## src/rtl/mpr_pkg.sv

```systemverilog
`timescale 1ns/1ps
package mpr_pkg;
    localparam int unsigned DATA_W  = 8;
    localparam int unsigned OVS     = 16;
    localparam int unsigned OVS_W   = $clog2(OVS);
    localparam int unsigned BIT_CNT = DATA_W + 2;   // data, tag, stop
    localparam int unsigned IDX_W   = $clog2(BIT_CNT);
    localparam int unsigned SYNC_N  = 2;

    typedef enum logic [1:0] {
        SMP_IDLE,
        SMP_START,
        SMP_BITS
    } smp_state_e;

    typedef struct packed {
        logic [DATA_W-1:0] data;
        logic              addr;
        logic              stop_ok;
    } rx_frame_t;

    typedef struct packed {
        logic full;
        logic frame_err;
        logic overrun;
    } rx_flags_t;

    typedef enum logic [2:0] {
        ACT_NONE,
        ACT_SKIP,
        ACT_HOLD,
        ACT_OVR,
        ACT_FERR,
        ACT_LOAD
    } rx_act_e;

    function automatic logic at_mid(input logic [OVS_W-1:0] c);
        return c == OVS_W'(OVS/2 - 1);
    endfunction

    function automatic logic at_end(input logic [OVS_W-1:0] c);
        return c == OVS_W'(OVS - 1);
    endfunction

    function automatic rx_frame_t frame_from_bits(input logic [BIT_CNT-1:0] b);
        rx_frame_t f;
        f.data    = b[DATA_W-1:0];
        f.addr    = b[DATA_W];
        f.stop_ok = b[DATA_W+1];
        return f;
    endfunction

    // Outcome of one completed frame, in priority order.
    function automatic rx_act_e classify(input logic vld, input logic wake,
                                         input rx_frame_t f, input rx_flags_t fl);
        if (!vld)                        return ACT_NONE;
        if (wake && !f.addr)             return ACT_SKIP;
        if (fl.frame_err || fl.overrun)  return ACT_HOLD;
        if (fl.full)                     return ACT_OVR;
        if (!f.stop_ok)                  return ACT_FERR;
        return ACT_LOAD;
    endfunction
endpackage

```

## src/rtl/mpr_sync.sv

```systemverilog
`timescale 1ns/1ps
module mpr_sync
    import mpr_pkg::*;
(
    input  logic clk,
    input  logic rst,
    input  logic d_i,
    output logic q_o
);
    logic [SYNC_N-1:0] stage_q;

    always_ff @(posedge clk) begin
        if (rst) stage_q <= '1;
        else     stage_q <= {stage_q[SYNC_N-2:0], d_i};
    end

    assign q_o = stage_q[SYNC_N-1];
endmodule

```

## src/rtl/mpr_sampler.sv

```systemverilog
`timescale 1ns/1ps
module mpr_sampler
    import mpr_pkg::*;
(
    input  logic      clk,
    input  logic      rst,
    input  logic      tick_i,
    input  logic      rx_i,
    output logic      frame_vld_o,
    output rx_frame_t frame_o
);
    smp_state_e         state_q;
    logic [OVS_W-1:0]   cnt_q;
    logic [IDX_W-1:0]   idx_q;
    logic [BIT_CNT-1:0] shift_q;
    logic [BIT_CNT-1:0] shift_nxt;
    logic               vld_q;
    rx_frame_t          frame_q;

    assign shift_nxt = {rx_i, shift_q[BIT_CNT-1:1]};

    always_ff @(posedge clk) begin
        if (rst) begin
            state_q <= SMP_IDLE;
            cnt_q   <= '0;
            idx_q   <= '0;
            shift_q <= '0;
            vld_q   <= 1'b0;
            frame_q <= '0;
        end else begin
            vld_q <= 1'b0;
            if (tick_i) begin
                unique case (state_q)
                    SMP_IDLE: begin
                        if (!rx_i) begin
                            state_q <= SMP_START;
                            cnt_q   <= '0;
                        end
                    end
                    SMP_START: begin
                        if (at_mid(cnt_q)) begin
                            cnt_q <= '0;
                            idx_q <= '0;
                            state_q <= rx_i ? SMP_IDLE : SMP_BITS;
                        end else begin
                            cnt_q <= cnt_q + OVS_W'(1);
                        end
                    end
                    SMP_BITS: begin
                        if (at_end(cnt_q)) begin
                            cnt_q   <= '0;
                            shift_q <= shift_nxt;
                            if (idx_q == IDX_W'(BIT_CNT - 1)) begin
                                vld_q   <= 1'b1;
                                frame_q <= frame_from_bits(shift_nxt);
                                state_q <= SMP_IDLE;
                            end else begin
                                idx_q <= idx_q + IDX_W'(1);
                            end
                        end else begin
                            cnt_q <= cnt_q + OVS_W'(1);
                        end
                    end
                    default: state_q <= SMP_IDLE;
                endcase
            end
        end
    end

    assign frame_vld_o = vld_q;
    assign frame_o     = frame_q;

    // a completed frame is reported for a single cycle
    assert_frame_pulse_R2: assert property (@(posedge clk) disable iff (rst)
        vld_q |=> !vld_q);
    // without an oversampling tick the sampler holds its position
    assert_tick_gate_R11: assert property (@(posedge clk) disable iff (rst)
        !tick_i |=> ($stable(state_q) && $stable(cnt_q) && $stable(idx_q)));
endmodule

```

## src/rtl/mpr_status.sv

```systemverilog
`timescale 1ns/1ps
module mpr_status
    import mpr_pkg::*;
(
    input  logic              clk,
    input  logic              rst,
    input  logic              frame_vld_i,
    input  rx_frame_t         frame_i,
    input  logic              wake_wr_i,
    input  logic              wake_wdata_i,
    input  logic              clr_full_i,
    input  logic              clr_ferr_i,
    input  logic              clr_ovr_i,
    output logic [DATA_W-1:0] data_o,
    output rx_flags_t         flags_o,
    output logic              addr_o,
    output logic              wake_o
);
    logic [DATA_W-1:0] data_q;
    rx_flags_t         flags_q;
    logic              addr_q;
    logic              wake_q;
    rx_act_e           act;

    always_comb act = classify(frame_vld_i, wake_q, frame_i, flags_q);

    // Frame outcomes are applied after software writes, so a set wins
    // over a clear in the same cycle and the hardware wake clear wins.
    always_ff @(posedge clk) begin
        if (rst) begin
            data_q  <= '0;
            flags_q <= '0;
            addr_q  <= 1'b0;
            wake_q  <= 1'b0;
        end else begin
            if (wake_wr_i)  wake_q            <= wake_wdata_i;
            if (clr_full_i) flags_q.full      <= 1'b0;
            if (clr_ferr_i) flags_q.frame_err <= 1'b0;
            if (clr_ovr_i)  flags_q.overrun   <= 1'b0;
            if (act != ACT_NONE && act != ACT_SKIP) begin
                addr_q <= frame_i.addr;
                if (wake_q) wake_q <= 1'b0;
            end
            unique case (act)
                ACT_OVR:  flags_q.overrun   <= 1'b1;
                ACT_FERR: flags_q.frame_err <= 1'b1;
                ACT_LOAD: begin
                    data_q       <= frame_i.data;
                    flags_q.full <= 1'b1;
                end
                default: ;
            endcase
        end
    end

    assign data_o  = data_q;
    assign flags_o = flags_q;
    assign addr_o  = addr_q;
    assign wake_o  = wake_q;

    // a skipped frame leaves data and status untouched
    assert_skip_data_R4: assert property (@(posedge clk) disable iff (rst)
        (frame_vld_i && wake_q && !frame_i.addr) |=> ($stable(data_q) && $stable(addr_q)));
    assert_skip_flags_R4: assert property (@(posedge clk) disable iff (rst)
        (frame_vld_i && wake_q && !frame_i.addr && !clr_full_i && !clr_ferr_i && !clr_ovr_i)
        |=> $stable(flags_q));
    // an address frame ends the wake-up wait and sets the status bit
    assert_wake_exit_R5: assert property (@(posedge clk) disable iff (rst)
        (frame_vld_i && wake_q && frame_i.addr) |=> (!wake_q && addr_q));
    // in normal reception the status bit follows the received tag
    assert_tag_follow_R3: assert property (@(posedge clk) disable iff (rst)
        (frame_vld_i && !wake_q) |=> (addr_q == $past(frame_i.addr)));
    // overrun keeps the earlier byte
    assert_overrun_keep_R7: assert property (@(posedge clk) disable iff (rst)
        (frame_vld_i && !(wake_q && !frame_i.addr) && flags_q.full
         && !flags_q.frame_err && !flags_q.overrun)
        |=> (flags_q.overrun && $stable(data_q)));
    // a pending error flag blocks every load
    assert_error_block_R8: assert property (@(posedge clk) disable iff (rst)
        (flags_q.frame_err || flags_q.overrun) |=> $stable(data_q));
endmodule

```

## src/rtl/mp_wake_rx.sv

```systemverilog
`timescale 1ns/1ps
module mp_wake_rx
    import mpr_pkg::*;
(
    input  logic              clk,
    input  logic              rst,
    input  logic              rx_i,
    input  logic              os_tick_i,
    input  logic              wake_wr_i,
    input  logic              wake_wdata_i,
    input  logic              clr_full_i,
    input  logic              clr_ferr_i,
    input  logic              clr_ovr_i,
    input  logic              rx_irq_en_i,
    input  logic              err_irq_en_i,
    output logic [DATA_W-1:0] rx_data_o,
    output logic              rx_full_o,
    output logic              ferr_o,
    output logic              ovr_o,
    output logic              addr_flag_o,
    output logic              wake_en_o,
    output logic              rx_irq_o,
    output logic              err_irq_o
);
    logic      rx_s;
    logic      frame_vld;
    rx_frame_t frame;
    rx_flags_t flags;

    mpr_sync i_sync (
        .clk (clk),
        .rst (rst),
        .d_i (rx_i),
        .q_o (rx_s)
    );

    mpr_sampler i_sampler (
        .clk         (clk),
        .rst         (rst),
        .tick_i      (os_tick_i),
        .rx_i        (rx_s),
        .frame_vld_o (frame_vld),
        .frame_o     (frame)
    );

    mpr_status i_status (
        .clk          (clk),
        .rst          (rst),
        .frame_vld_i  (frame_vld),
        .frame_i      (frame),
        .wake_wr_i    (wake_wr_i),
        .wake_wdata_i (wake_wdata_i),
        .clr_full_i   (clr_full_i),
        .clr_ferr_i   (clr_ferr_i),
        .clr_ovr_i    (clr_ovr_i),
        .data_o       (rx_data_o),
        .flags_o      (flags),
        .addr_o       (addr_flag_o),
        .wake_o       (wake_en_o)
    );

    assign rx_full_o = flags.full;
    assign ferr_o    = flags.frame_err;
    assign ovr_o     = flags.overrun;
    assign rx_irq_o  = flags.full && rx_irq_en_i;
    assign err_irq_o = (flags.frame_err || flags.overrun) && err_irq_en_i;
endmodule

```

## config.mk

```make
export PLATFORM = sky130hd
export DESIGN_NAME = mp_wake_rx
export DESIGN_NICKNAME = d
export VERILOG_FILES = /design/src/rtl/mpr_pkg.sv /design/src/rtl/mpr_sync.sv /design/src/rtl/mpr_sampler.sv /design/src/rtl/mpr_status.sv /design/src/rtl/mp_wake_rx.sv
export SDC_FILE = /design/constraint.sdc
export NUM_CORES = 1
export LEC_CHECK = 0
export ABC_CLOCK_PERIOD_IN_PS = 3200
export BUFFER_PORTS_ARGS = -buffer_cell sky130_fd_sc_hd__buf_2
export CAP_MARGIN = 0
export CORE_ASPECT_RATIO = 0.6
export CORE_UTILIZATION = 45
export DETAILED_ROUTE_END_ITERATION = 8
export PLACE_DENSITY_LB_ADDON = 0.3
export SYNTH_ARGS = -nofsm -noshare
export SYNTH_HDL_FRONTEND = slang
export SYNTH_HIERARCHICAL = 1
export SYNTH_SLANG_ARGS = --single-unit
```

## constraint.sdc

```tcl
create_clock -name clk -period 3.2 [get_ports clk]
set_input_delay 0.16 -clock clk [delete_from_list [all_inputs] [get_ports clk]]
set_output_delay 0.16 -clock clk [all_outputs]
set_load 0.02 [all_outputs]
```

## Word-level counts from Yosys, hierarchy flattened

Index checks and enable logic that the tools add are counted.

- Bits of input ports: 11
- Word-level logic and storage cells: 101
- Bits in writable memories: 0
- Latch bits: 0
- Output and inout bits: 15
- Bits in read-only memories: 0
- Memories kept: 0
- Bits in registers: 46

- Shifts and indexed selects: 0
- $lt $le $gt $ge: 0
- Equality and inequality tests: 14
- $add $sub $neg: 2
- Reductions and logical operators: 19
- $mul: 0
- Divide/modulo/power cells: 0
- Bitwise logic cells: 3
- Mux-type cells: 48

Operator list:

| cell | number |
|---|---|
| 3-bit two-way mux | 10 |
| 1-bit two-way mux | 24 |
| 4-bit two-way mux | 6 |
| 4-bit case mux with 3 select lines | 1 |
| 2-bit two-way mux | 5 |
| 5-bit AND reduction | 2 |
| 4-bit by 1-bit adder with 4-bit output, second input constant | 2 |
| 4-bit == test, second input constant | 2 |
| 4-bit case mux with 2 select lines | 1 |
| 2-bit nonzero test | 4 |
| 3-bit == test, second input constant | 2 |
| 2-bit by 1-bit inequality test with 1-bit output, second input constant | 3 |
| 2-bit case mux with 3 select lines | 1 |
| 3-bit AND reduction | 2 |
| 3-bit nonzero test | 2 |
| 4-bit by 3-bit == test with 1-bit output, second input constant | 1 |
| 1-bit logical AND | 4 |
| 2-bit inequality test, second input constant | 2 |
| 4-bit AND reduction | 1 |
| 4-bit OR reduction | 1 |
| 3-bit by 2-bit == test with 1-bit output, second input constant | 1 |
| 3-bit by 1-bit inequality test with 1-bit output, second input constant | 1 |
| 1-bit inverter | 3 |
| 2-bit by 1-bit == test with 1-bit output, second input constant | 1 |
| 4 further kinds | 4 |

## Depth between registers and ports, before layout

Gate-level depths: netlist of the first run.

- Word-level depth: 21
- Mapped depth: 8
- Gate-level depth less buffers: 6

## Hierarchy

Netlist of the first run, hierarchy kept.

Modules (own cells, without submodules):

| module | times used | sequential area each (um^2) | cells each | area an instance (um^2) |
|---|---|---|---|---|
| mpr_sampler | 1 | 600.6 | 148 | 1378.8 |
| mpr_status | 1 | 260.2 | 58 | 576.8 |
| mpr_sync | 1 | 40.0 | 4 | 52.6 |
| mp_wake_rx | 1 | 0.0 | 2 | 13.8 |

## Least setup slack after synthesis of the first run

OpenSTA, ideal clock, no wires.

- Path type: reg-to-reg
- Start: register i_sampler.state_q[0]
- End: register i_sampler.frame_q, in the netlist i_sampler/frame_o[0]
- Stages on the path, launching flop included: 9
- Path slack: 1566 ps
- Arrival time: 1507 ps
- Data required time: 3072 ps
- Setup time: 128 ps
- Buffers on the path: 2
- Period minus slack after synthesis: 1634 ps
- Cells stage by stage: dfxtp_1 -> inv_1 -> ha_1 -> buf_4 -> nand4_1 -> or3_4 -> buf_6 -> mux2i_1 -> nor2_1

- Word-level cells in the longest chain between the ends: 2

RTL lines:

| what | line | RTL |
|---|---|---|
| start: declaration | mpr_sampler.sv:12 | `smp_state_e state_q;` |
| start signal: assignment | mpr_sampler.sv:44 | `state_q <= rx_i ? SMP_IDLE : SMP_BITS;` |
| 2-bit == test | mpr_sampler.sv:33 | `unique case (state_q)` |
| 4-bit AND reduction (no source line) | n/a |  |
| end signal: assignment | mpr_sampler.sv:55 | `frame_q <= frame_from_bits(shift_nxt);` |
| end: declaration | mpr_sampler.sv:18 | `rx_frame_t frame_q;` |

Every way passes these cells.
A chain may end at the register's enable or synchronous reset.

## Final worst setup path of the first run

- Start: register i_sampler.state_q[0]
- End: register i_sampler.frame_q, in the netlist i_sampler/frame_o[6]

The elaborated chain is that of the path after synthesis.

==> results of run 1 <==
==> cell families (layout without fill, tap and decap cells) <==
logic type | Yosys count | count (layout) | synth area share, %
AND/OR/NAND/NOR | 87 | 87 | 23.6
buffers and inverters | 17 | 40 | 4.21
AO/OA/AOI/OAI | 25 | 25 | 8.04
adder cells (fa/ha/maj) | 6 | 6 | 3.71
multiplexers | 32 | 32 | 15.8
flip-flops | 45 | 45 | 44.6
==> power groups by stage <==
stage	Clock, mW	Sequential [mW]	Combinational (mW)
after floorplan	0	0.578	0.0264
after global placement	0	0.578	0.0406
after detailed placement	0	0.578	0.0406
after CTS	0.380	0.565	0.0408
after global routing	0.397	0.566	0.0453
final	0.368	0.565	0.0403
==> final cells by class <==
cell class                      instances  share of cell area, %
Clock buffer                            6                   3.65
Clock inverter                          2                  0.609
Inverter                                7                   1.16
Multi-Input combinational cell        150                   45.8
Sequential cell                        45                   39.9
Tap cell                               60                   3.32
Timing Repair Buffer                   25                   5.54
==> flip-flops by register name, summed over array words and instances (netlist names) <==
name and flops:
i_sampler/idx_q 4, i_status/flags_o 3, i_sampler/shift_q 9, i_status/addr_o 1, i_sync/stage_q 2, i_status/data_o 8, i_status/wake_o 1, i_sampler/cnt_q 4
i_sampler/frame_o 10, i_sampler/state_q 2, i_sampler/frame_vld_o 1
==> worst max-delay path: cells and delay by family, from the launching register on <==
family,cells,cell delay (ns)
AND/OR/NAND/NOR,3,0.78
adder cells (fa/ha/maj),1,0.33
buffers and inverters,1,0.08
multiplexers,1,0.20
flip-flops,1,0.33
==> cell usage in the layout, fill, tap and decap left out, drive strengths merged, types with 2 or more instances in the layout <==
cell,instances
a211oi,2
a21oi,5
a31oi,2
and2,2
and3b,2
buf,25
clkbuf,6
clkinv,2
dfxtp,45
ha,6
inv,7
mux2i,32
nand2,9
nand2b,21
nand3,6
nand3b,2
nor2,28
nor2b,4
nor4,2
o21ai,7
or2,3
==> per-layer routing <==
metal  track usage [%]  vias up  part of all wire (%)  wire length, um
met5                 0        -                     0                0
met2              19.7       40                    36             1300
met3              4.14        5                   4.8              176
li1                  -      773                     -                -
met1              26.3      654                    58             2110
met4              8.06        0                   1.2               45
==> stage by stage <==
| stage | cell area (um^2) | util [%] | std cells | total power [mW] |
|---|---|---|---|---|
| after floorplan | 2020 | - | 212 | 0.605 |
| after global placement | 2160 | 51.4 | 287 | 0.619 |
| after detailed placement | 2160 | 51.4 | 287 | 0.619 |
| after CTS | 2260 | 53.7 | 295 | 0.986 |
| after global routing | 2260 | 53.7 | 295 | 1.01 |
| final | 2260 | 53.7 | 295 | 0.973 |
==> worst paths after layout <==
check,end
worst max-delay path,i_sampler/frame_o[6]
worst min-delay path,i_sync/stage_q[0]
worst max register to register,i_sampler/frame_o[6]
worst min register to register,i_sync/stage_q[1]
==> run metrics, run 1 <==
most common library cells after synthesis=dfxtp_1, mux2i_1, nor2_1; Initial Util=between 40% and 50%; clk_lat worst skew=0.30 ns; DRT iter0 DRCs=100; Async S/R FF share, synth=0%; worst slack at placement=around 1.4 ns; kind of end point of the critical path=register; register area=approximately 900 um^2; critical path arrival=about 2.0 ns; Hold Path Origin=rx_i; Worst Hold Class=input pin to register; # fillers=375; Rows=18; total number of vias=~1500; first-pass GRT wire length=around 5700 um; PostCTS Resize Cnt=0; Clock power frac=between 30% and 40%; routed len/inst=12.3 um; hold-fix buffers at CTS=0; CTS clk-pin slew, worst paths=about 0.080 ns; Mapped Cells=212; io pins=26; Worst VDD drop=roughly 160 uV; Overall Global Routing Usage=16.6%; diodes inserted=0; post-DP HPWL=~2500 um; reg-to-reg setup timing slack=1.36 ns; WHS=approximately 0.046 ns; outcome=complete, no violations; slowest CP cell=or3_4; post-synthesis sequential area ratio=between 40% and 50%; antenna-violating nets left=0; drt pass-1 iters=4; cell count of the worst reg-to-reg path=6; clk sink count=between 40 and 50; Syn Nets=between 200 and 250; Largest stage delay, worst path=approximately 0.52 ns; Final Setup Violations=0; initial antenna violation count=0; Post-synth EDFFs=0; power density over cell area=around 430 nW/um^2; Final Hold Viols=0; TritonCTS clock tree=done; most frequent cell after synthesis=dfxtp_1; CTS buffer count=5; CP Max Fanout=11; RSZ-0062 raised after global routing=no; final WL=between 3000 and 4000 um; Slew Viols, Final=0; clk root buf=clkbuf_8; Die Y=roughly 54 um; switching power=219 uW; Die Width=88.5 um; area grow syn2layout=11.8%; NumNets Final=~250; Seq pwr share=between 50 and 60%; DR DRC count=0; core footprint=approximately 4200 um^2; port buffer count=25; Comb power frac=just over 4%; Sw Ratio=between 20% and 30%; die area=roughly 4800 um^2; Final WS setup=~1.4 ns; Final Critical Period=between 1.5 and 2 ns; Setup crit start=i_sampler/state_q[0]; Yosys warning count=6; vias in the first global route=around 1200; kind of critical path=register to register; setup bufs post-CTS=0; GR Overflow Total=0; Worst-Margin Slew=around 0.8 ns; dominant synthesized flop cell=dfxtp_1; CP required=around 3.4 ns; f_max=around 0.54 GHz; Placer Congestion=between 0.8 and 0.9; Startpoint Class=register; post-synth cell types=40; synth top area cells=dfxtp_1, mux2i_1, nand2b_1; Synth area leader=dfxtp_1; Yosys top cell area share=between 40 and 50%; Worst R2R Start=i_sampler/state_q[0]; largest net degree at the start of global routing=57; Leakage=1.01 nW; Avg Inst Size Synth=between 9 and 10 um^2; worst-case clock buffer depth=2; ratio of cells with drive above 1 in the final layout=between 10% and 20%; Fin Setup TNS=0 ns; area taken by multi-input logic gates=around 1000 um^2; skew final=~0.0094 ns; Cells on Worst Hold Path=2; critical path, cell by cell=inv_1, ha_1, nand4_1, or3_4, mux2i_1, nor2_1; Pint=roughly 750 uW; Yosys reg bits=45; max-cap violations=0; worst relative slew slack=approximately 46%; vias per inst=between 4 and 5; H-Tree Depth=2; Tcrit/Tclk final=57.5%; Mapped Area=2020 um^2
Note: power is estimated with default switching activity, not from simulation.
==> inputs of run 2 (changes only) <==
- ABC_AREA: not set -> 1
- ABC_CLOCK_PERIOD_IN_PS: 3200 -> 1800
- clock period: 3.2 -> 1.8 ns (I/O delays scaled with it)
==> run metrics, run 2 <==
PostCTS Resize Cnt=0 (unchanged); most frequent cell after synthesis=nand2_1; TritonCTS clock tree=done; DRT iter0 DRCs=134 (+34%); f_max=0.628 GHz (+16%); Placer Congestion=0.805 (-10%); post-route cell area=2390 um^2 (+5.6%); drt pass-1 iters=4 (unchanged); Overall Global Routing Usage=18.2% (+1.6 points); vias in the first global route=1461 (+27%); post-synth cell types=27 (-33%); Initial Util=49.2% (+1.2 points); power density over cell area=827 nW/um^2 (+92%); Mapped Area=2120 um^2 (+4.7%); routed len/inst=10.7 um (-13%); max-cap violations=0 (unchanged); hold-fix buffers at CTS=1 (+1); Placed Cells=377 (+31%); kind of end point of the critical path=register; port buffer count=25 (unchanged); core footprint=4300 um^2 (+2.1%); most common cell after layout, fill and taps aside=nand2_1; setup bufs post-CTS=0 (unchanged); Synth Area in Compound Gates=9.34% (+1.3 points); Placed Instance Area=2280 um^2 (+5.2%); Seq pwr share=52.4% (-5.7 points); Die Y=55.1 um (+2.2%); vias per inst=4.64 (-7.1%); Yosys warning count=6 (unchanged); Startpoint Class=register; Post-synth EDFFs=0 (unchanged); WHS=0.0431 ns (-0.00264 ns); Synth area leader=dfxtp_1; io pins=26 (unchanged); Leakage=1.09 nW (+7.8%); DR DRC count=0 (unchanged); Worst-Margin Slew=0.550 ns (-0.266 ns); total number of vias=1790 (+22%); final core occ=55.5% (+1.8 points); first-pass GRT wire length=6980 um (+22%); CTS clk-pin slew, worst paths=0.09 ns (about the same); worst slack at placement=0.263 ns (-1.12 ns); Worst Hold Class=input pin to register; worst-case clock buffer depth=2 (unchanged); Die Width=90.6 um (+2.3%); # fillers=416 (+11%); switching power=524 uW (+140%); skew final=0.00667 ns (-0.00271 ns); CP required=2.02 ns (-1.34 ns); dominant synthesized flop cell=dfxtp_1; die area=4990 um^2 (+4.6%); largest net degree at the start of global routing=23 (-60%); worst relative slew slack=63.3% (+18 points); Rows=18 (unchanged); CTS buffer count=5 (unchanged); mux share of post-synthesis cell area=0% (-16 points); most common library cells after synthesis=nand2_1, inv_1, dfxtp_1; GR Overflow Total=0 (unchanged); clk root buf=clkbuf_8; Final Setup Violations=0 (unchanged); Slew Viols, Final=0 (unchanged); largest family of logic cells by synthesized area=simple AND/OR/NAND/NOR gates; antenna-violating nets left=0 (unchanged); Pint=1.45 mW (+92%); Tot Pwr=1.97 mW (+100%); XOR/XNOR share of the synthesized area=0.414% (+0.41 points); post-DP HPWL=3090 um (+23%); final WL=4140 um (+14%); initial antenna violation count=0 (unchanged); final std cells w/o fill=386 (+31%); Fin Setup TNS=0 ns (unchanged); Yosys reg bits=45 (unchanged); Final Hold Viols=0 (unchanged); RSZ-0062 raised after global routing=no; Final Critical Period=1.59 ns (-0.247 ns); critical path arrival=1.82 ns (-0.18 ns); post-synthesis sequential area ratio=42.6% (-2.0 points); Final WS setup=0.207 ns (-1.15 ns); Worst VDD drop=389 uV (+140%); Tcrit/Tclk final=88.5% (+31 points); diodes inserted=0 (unchanged); Syn Nets=315 (+38%); H-Tree Depth=2 (unchanged); Clock power frac=34.4% (-3.4 points); Sw Ratio=26.6% (+4.1 points); clk sink count=45 (unchanged); max FFs per register=10 (unchanged); most frequent cells in the layout=nand2_1, inv_1, dfxtp_1; kind of critical path=register to register; Adder-Cell Fraction of Synth Area=3.55% (-0.17 points); Mapped Cells=298 (+41%); post-synthesis simple-gate area fraction=31.3% (+7.6 points); area grow syn2layout=12.8%; outcome=complete, no violations; CP Max Fanout=11 (unchanged); Yosys top cell area share=42.6% (-2.0 points); Async S/R FF share, synth=0% (unchanged); clk_lat worst skew=0.29 ns (about the same); Avg Inst Size Synth=7.10 um^2 (-26%); synth top area cells=dfxtp_1, nand2_1, inv_1; Comb power frac=13.3% (+9.2 points); ratio of cells with drive above 1 in the final layout=15.6% (+0.75 points); NumNets Final=342 (+36%)
[run 2: worst paths after layout]
path	endpoint	cells after the start	slack (ns)	from
min reg2reg	i_sync/stage_q[1]	2	0.42	i_sync/stage_q[0]
max reg2reg	i_sampler/frame_o[6]	7	0.21	i_sampler/cnt_q[0]
min	i_status/flags_o[2]	4	0.04	clr_full_i
max	i_sampler/frame_o[6]	7	0.21	i_sampler/cnt_q[0]
[run 2: power by group through the flow]
stage,clock network (mW),logic [mW],registers [mW]
6_report,0.679,0.262,1.03
5_1_grt,0.744,0.308,1.04
4_1_cts,0.697,0.260,1.03
3_5_place_dp,0,0.258,1.06
3_3_place_gp,0,0.253,1.06
2_1_floorplan,0,0.195,1.05
[run 2: cell type report]
type	count	area (um^2)	share of cell area, %
Inverter	58	224	9.38
Clock inverter	1	5.00	0.210
Multi-Input combinational cell	188	943	39.5
Timing Repair Buffer	27	143	5.97
Sequential cell	45	901	37.7
Clock buffer	7	96.3	4.04
Tap cell	60	75.1	3.14
[run 2: per-layer routing]
layer  wire length, um  global-route usage, %  share of wire (%)
met1              2410                   27.7                 58
met2              1550                   24.4                 37
met3               175                   4.23                4.2
met4                 0                   6.99                  0
met5                 0                      0                  0
[run 2: cells by family after synthesis]
group / count (synthesis)
flops: 45
compound gates: 39
fa+ha+maj: 6
buf+inv: 65
simple gates: 142
xor+xnor: 1
[run 2: worst max-delay path, cell delays in order, from the launching register on]
cell      delay (ns)
dfxtp_1         0.41
ha_1            0.25
nand3_2         0.12
nor2_2          0.16
nand2_2         0.17
clkinv_2        0.15
nand2_1         0.10
o21ai_1         0.15
==> inputs of run 3 (changes only) <==
- ABC_CLOCK_PERIOD_IN_PS: 1800 -> 1400
- clock period: 1.8 -> 1.4 ns (I/O delays scaled with it)
==> run metrics, run 3 (synthesis gave the netlist of run 2 again) <==
Startpoint Class=register; Final Critical Period=1.35 ns (-0.245 ns); Final Hold Viols=0 (unchanged); Worst Hold Class=input pin to register; RSZ-0062 raised after global routing=yes; area grow syn2layout=20.7%; H-Tree Depth=2 (unchanged); Die Y=55.1 um (unchanged); kind of end point of the critical path=register; slowest CP cell=dfxtp_2; skew final=0.00921 ns (+0.00254 ns); worst-case clock buffer depth=2 (unchanged); Clock power frac=34.7% (+0.3 points); port buffer count=25 (unchanged); Slew Viols, Final=0 (unchanged); outcome=complete, no violations; most frequent cells in the layout=nand2_1, inv_1, nor2_1; most common cell after layout, fill and taps aside=nand2_1; CP required=1.59 ns (-0.43 ns); io pins=26 (unchanged); total number of vias=1897 (+6.0%); TritonCTS clock tree=done; Final Setup Violations=0 (unchanged); die area=4990 um^2 (unchanged); most used cell, CP=nand2_2; final core occ=59.4% (+3.9 points); Leakage=1.16 nW (+6.1%); DRT iter0 DRCs=87 (-35%); DR DRC count=0 (unchanged); max FFs per register=10 (unchanged); kind of critical path=register to register; initial antenna violation count=0 (unchanged); Rows=18 (unchanged); NumNets Final=354 (+3.5%); # fillers=390 (-6.3%); Tcrit/Tclk final=96.3% (+7.8 points); final std cells w/o fill=397 (+2.8%); vias in the first global route=1539 (+5.3%); diodes inserted=0 (unchanged); Worst VDD drop=691 uV (+77%); switching power=717 uW (+37%); Die Width=90.6 um (unchanged); clk root buf=clkbuf_8; power density over cell area=1070 nW/um^2 (+29%); Worst-Margin Slew=0.630 ns (+0.0804 ns); Placer Congestion=0.842 (+4.5%); vias per inst=4.78 (+3.0%); Pint=2.01 mW (+39%); drt pass-1 iters=4 (unchanged); Comb power frac=16.8% (+3.5 points); critical path arrival=1.54 ns (-0.28 ns); first-pass GRT wire length=6840 um (-2.0%); CTS clk-pin slew, worst paths=0.09 ns (about the same); Placed Cells=386 (+2.4%); Initial Util=49.2% (unchanged); Sw Ratio=26.2% (-0.31 points); ratio of cells with drive above 1 in the final layout=24.3% (+8.7 points); f_max=0.742 GHz (+18%); routed len/inst=11.0 um (+3.1%); Overall Global Routing Usage=17.9% (-0.35 points); CTS buffer count=5 (unchanged); Seq pwr share=48.5% (-3.9 points); WHS=0.0256 ns (-0.0175 ns); Largest stage delay, worst path=0.36 ns (-0.05 ns); largest net degree at the start of global routing=23 (unchanged); max-cap violations=0 (unchanged); GR Overflow Total=0 (unchanged); core footprint=4300 um^2 (unchanged); CP Max Fanout=5 (-6); worst relative slew slack=57.9% (-5.4 points); clk sink count=45 (unchanged); clk_lat worst skew=0.29 ns (about the same); antenna-violating nets left=0 (unchanged); final WL=4380 um (+6.0%); critical path, cell by cell=inv_2, ha_4, nand2_2, inv_1, nand2_2, nor2_4, nand2_2, nand2_2, nor2_1; post-DP HPWL=3120 um (+1.1%)
==> run 3: final cells by class <==
class | instances | area, um^2 | area share, %
multi-input cells | 188 | 1000 | 39.3
flip-flops and latches | 45 | 906 | 35.5
repair buffers | 39 | 240 | 9.40
inverters | 58 | 225 | 8.81
well taps | 60 | 75.1 | 2.94
clock buffers | 5 | 68.8 | 2.69
clock inverters | 2 | 35.0 | 1.37
==> run 3: metal layers <==
metal | routed length, um | up-vias | GRT usage, % | share of wire [%]
met5 | 0 | - | 0 | 0
met2 | 1780 | 56 | 27.8 | 41
met3 | 194 | 0 | 4.51 | 4.4
met4 | 0 | 0 | 6.45 | 0
li1 | - | 991 | - | -
met1 | 2410 | 850 | 24.5 | 55
==> run 3: stage by stage <==
stage	total power [mW]	area, um^2	setup WS (ns)	setup TNS, ns
floorplan	1.61	2120	0.0935	0
global placement	1.72	2340	0.0223	0
detailed placement	1.72	2340	-0.0423	-0.135
CTS	2.68	2470	-0.0140	-0.0327
global route	2.87	2550	-0.0244	-0.0642
finish	2.73	2550	0.0523	0
==> run 3: repair_timing <==
action	in CTS	in global routing
setup endpoints to repair	8	23
endpoints found under the hold margin	1	0
hold buffers	1	0
gates resized for setup	3	28
pin swaps	3	11
buffers inserted	1	2
==> run 3: final timing paths <==
path,from,end,slack [ns],depth (start not counted)
min,clr_full_i,i_status/flags_o[2],0.03,4
min reg2reg,i_sync/stage_q[0],i_sync/stage_q[1],0.42,2
max reg2reg,i_sampler/state_q[1],i_sampler/idx_q[0],0.05,9
max,i_sampler/state_q[1],i_sampler/idx_q[0],0.05,9
==> run 3: worst max-delay path: cells and delay by family, from the launching register on <==
kind	cells	cell delay (ns)
and+or+nand+nor	6	0.50
adders and majority gates	1	0.27
DFF	1	0.36
buffers and inverters	2	0.12
==> run 3: power by group through the flow <==
stage | registers, mW | clock network (mW) | logic, mW
global route | 1.33 | 1.03 | 0.510
finish | 1.32 | 0.948 | 0.460
global placement | 1.35 | 0 | 0.369
CTS | 1.32 | 0.971 | 0.386
floorplan | 1.36 | 0 | 0.251
detailed placement | 1.35 | 0 | 0.368
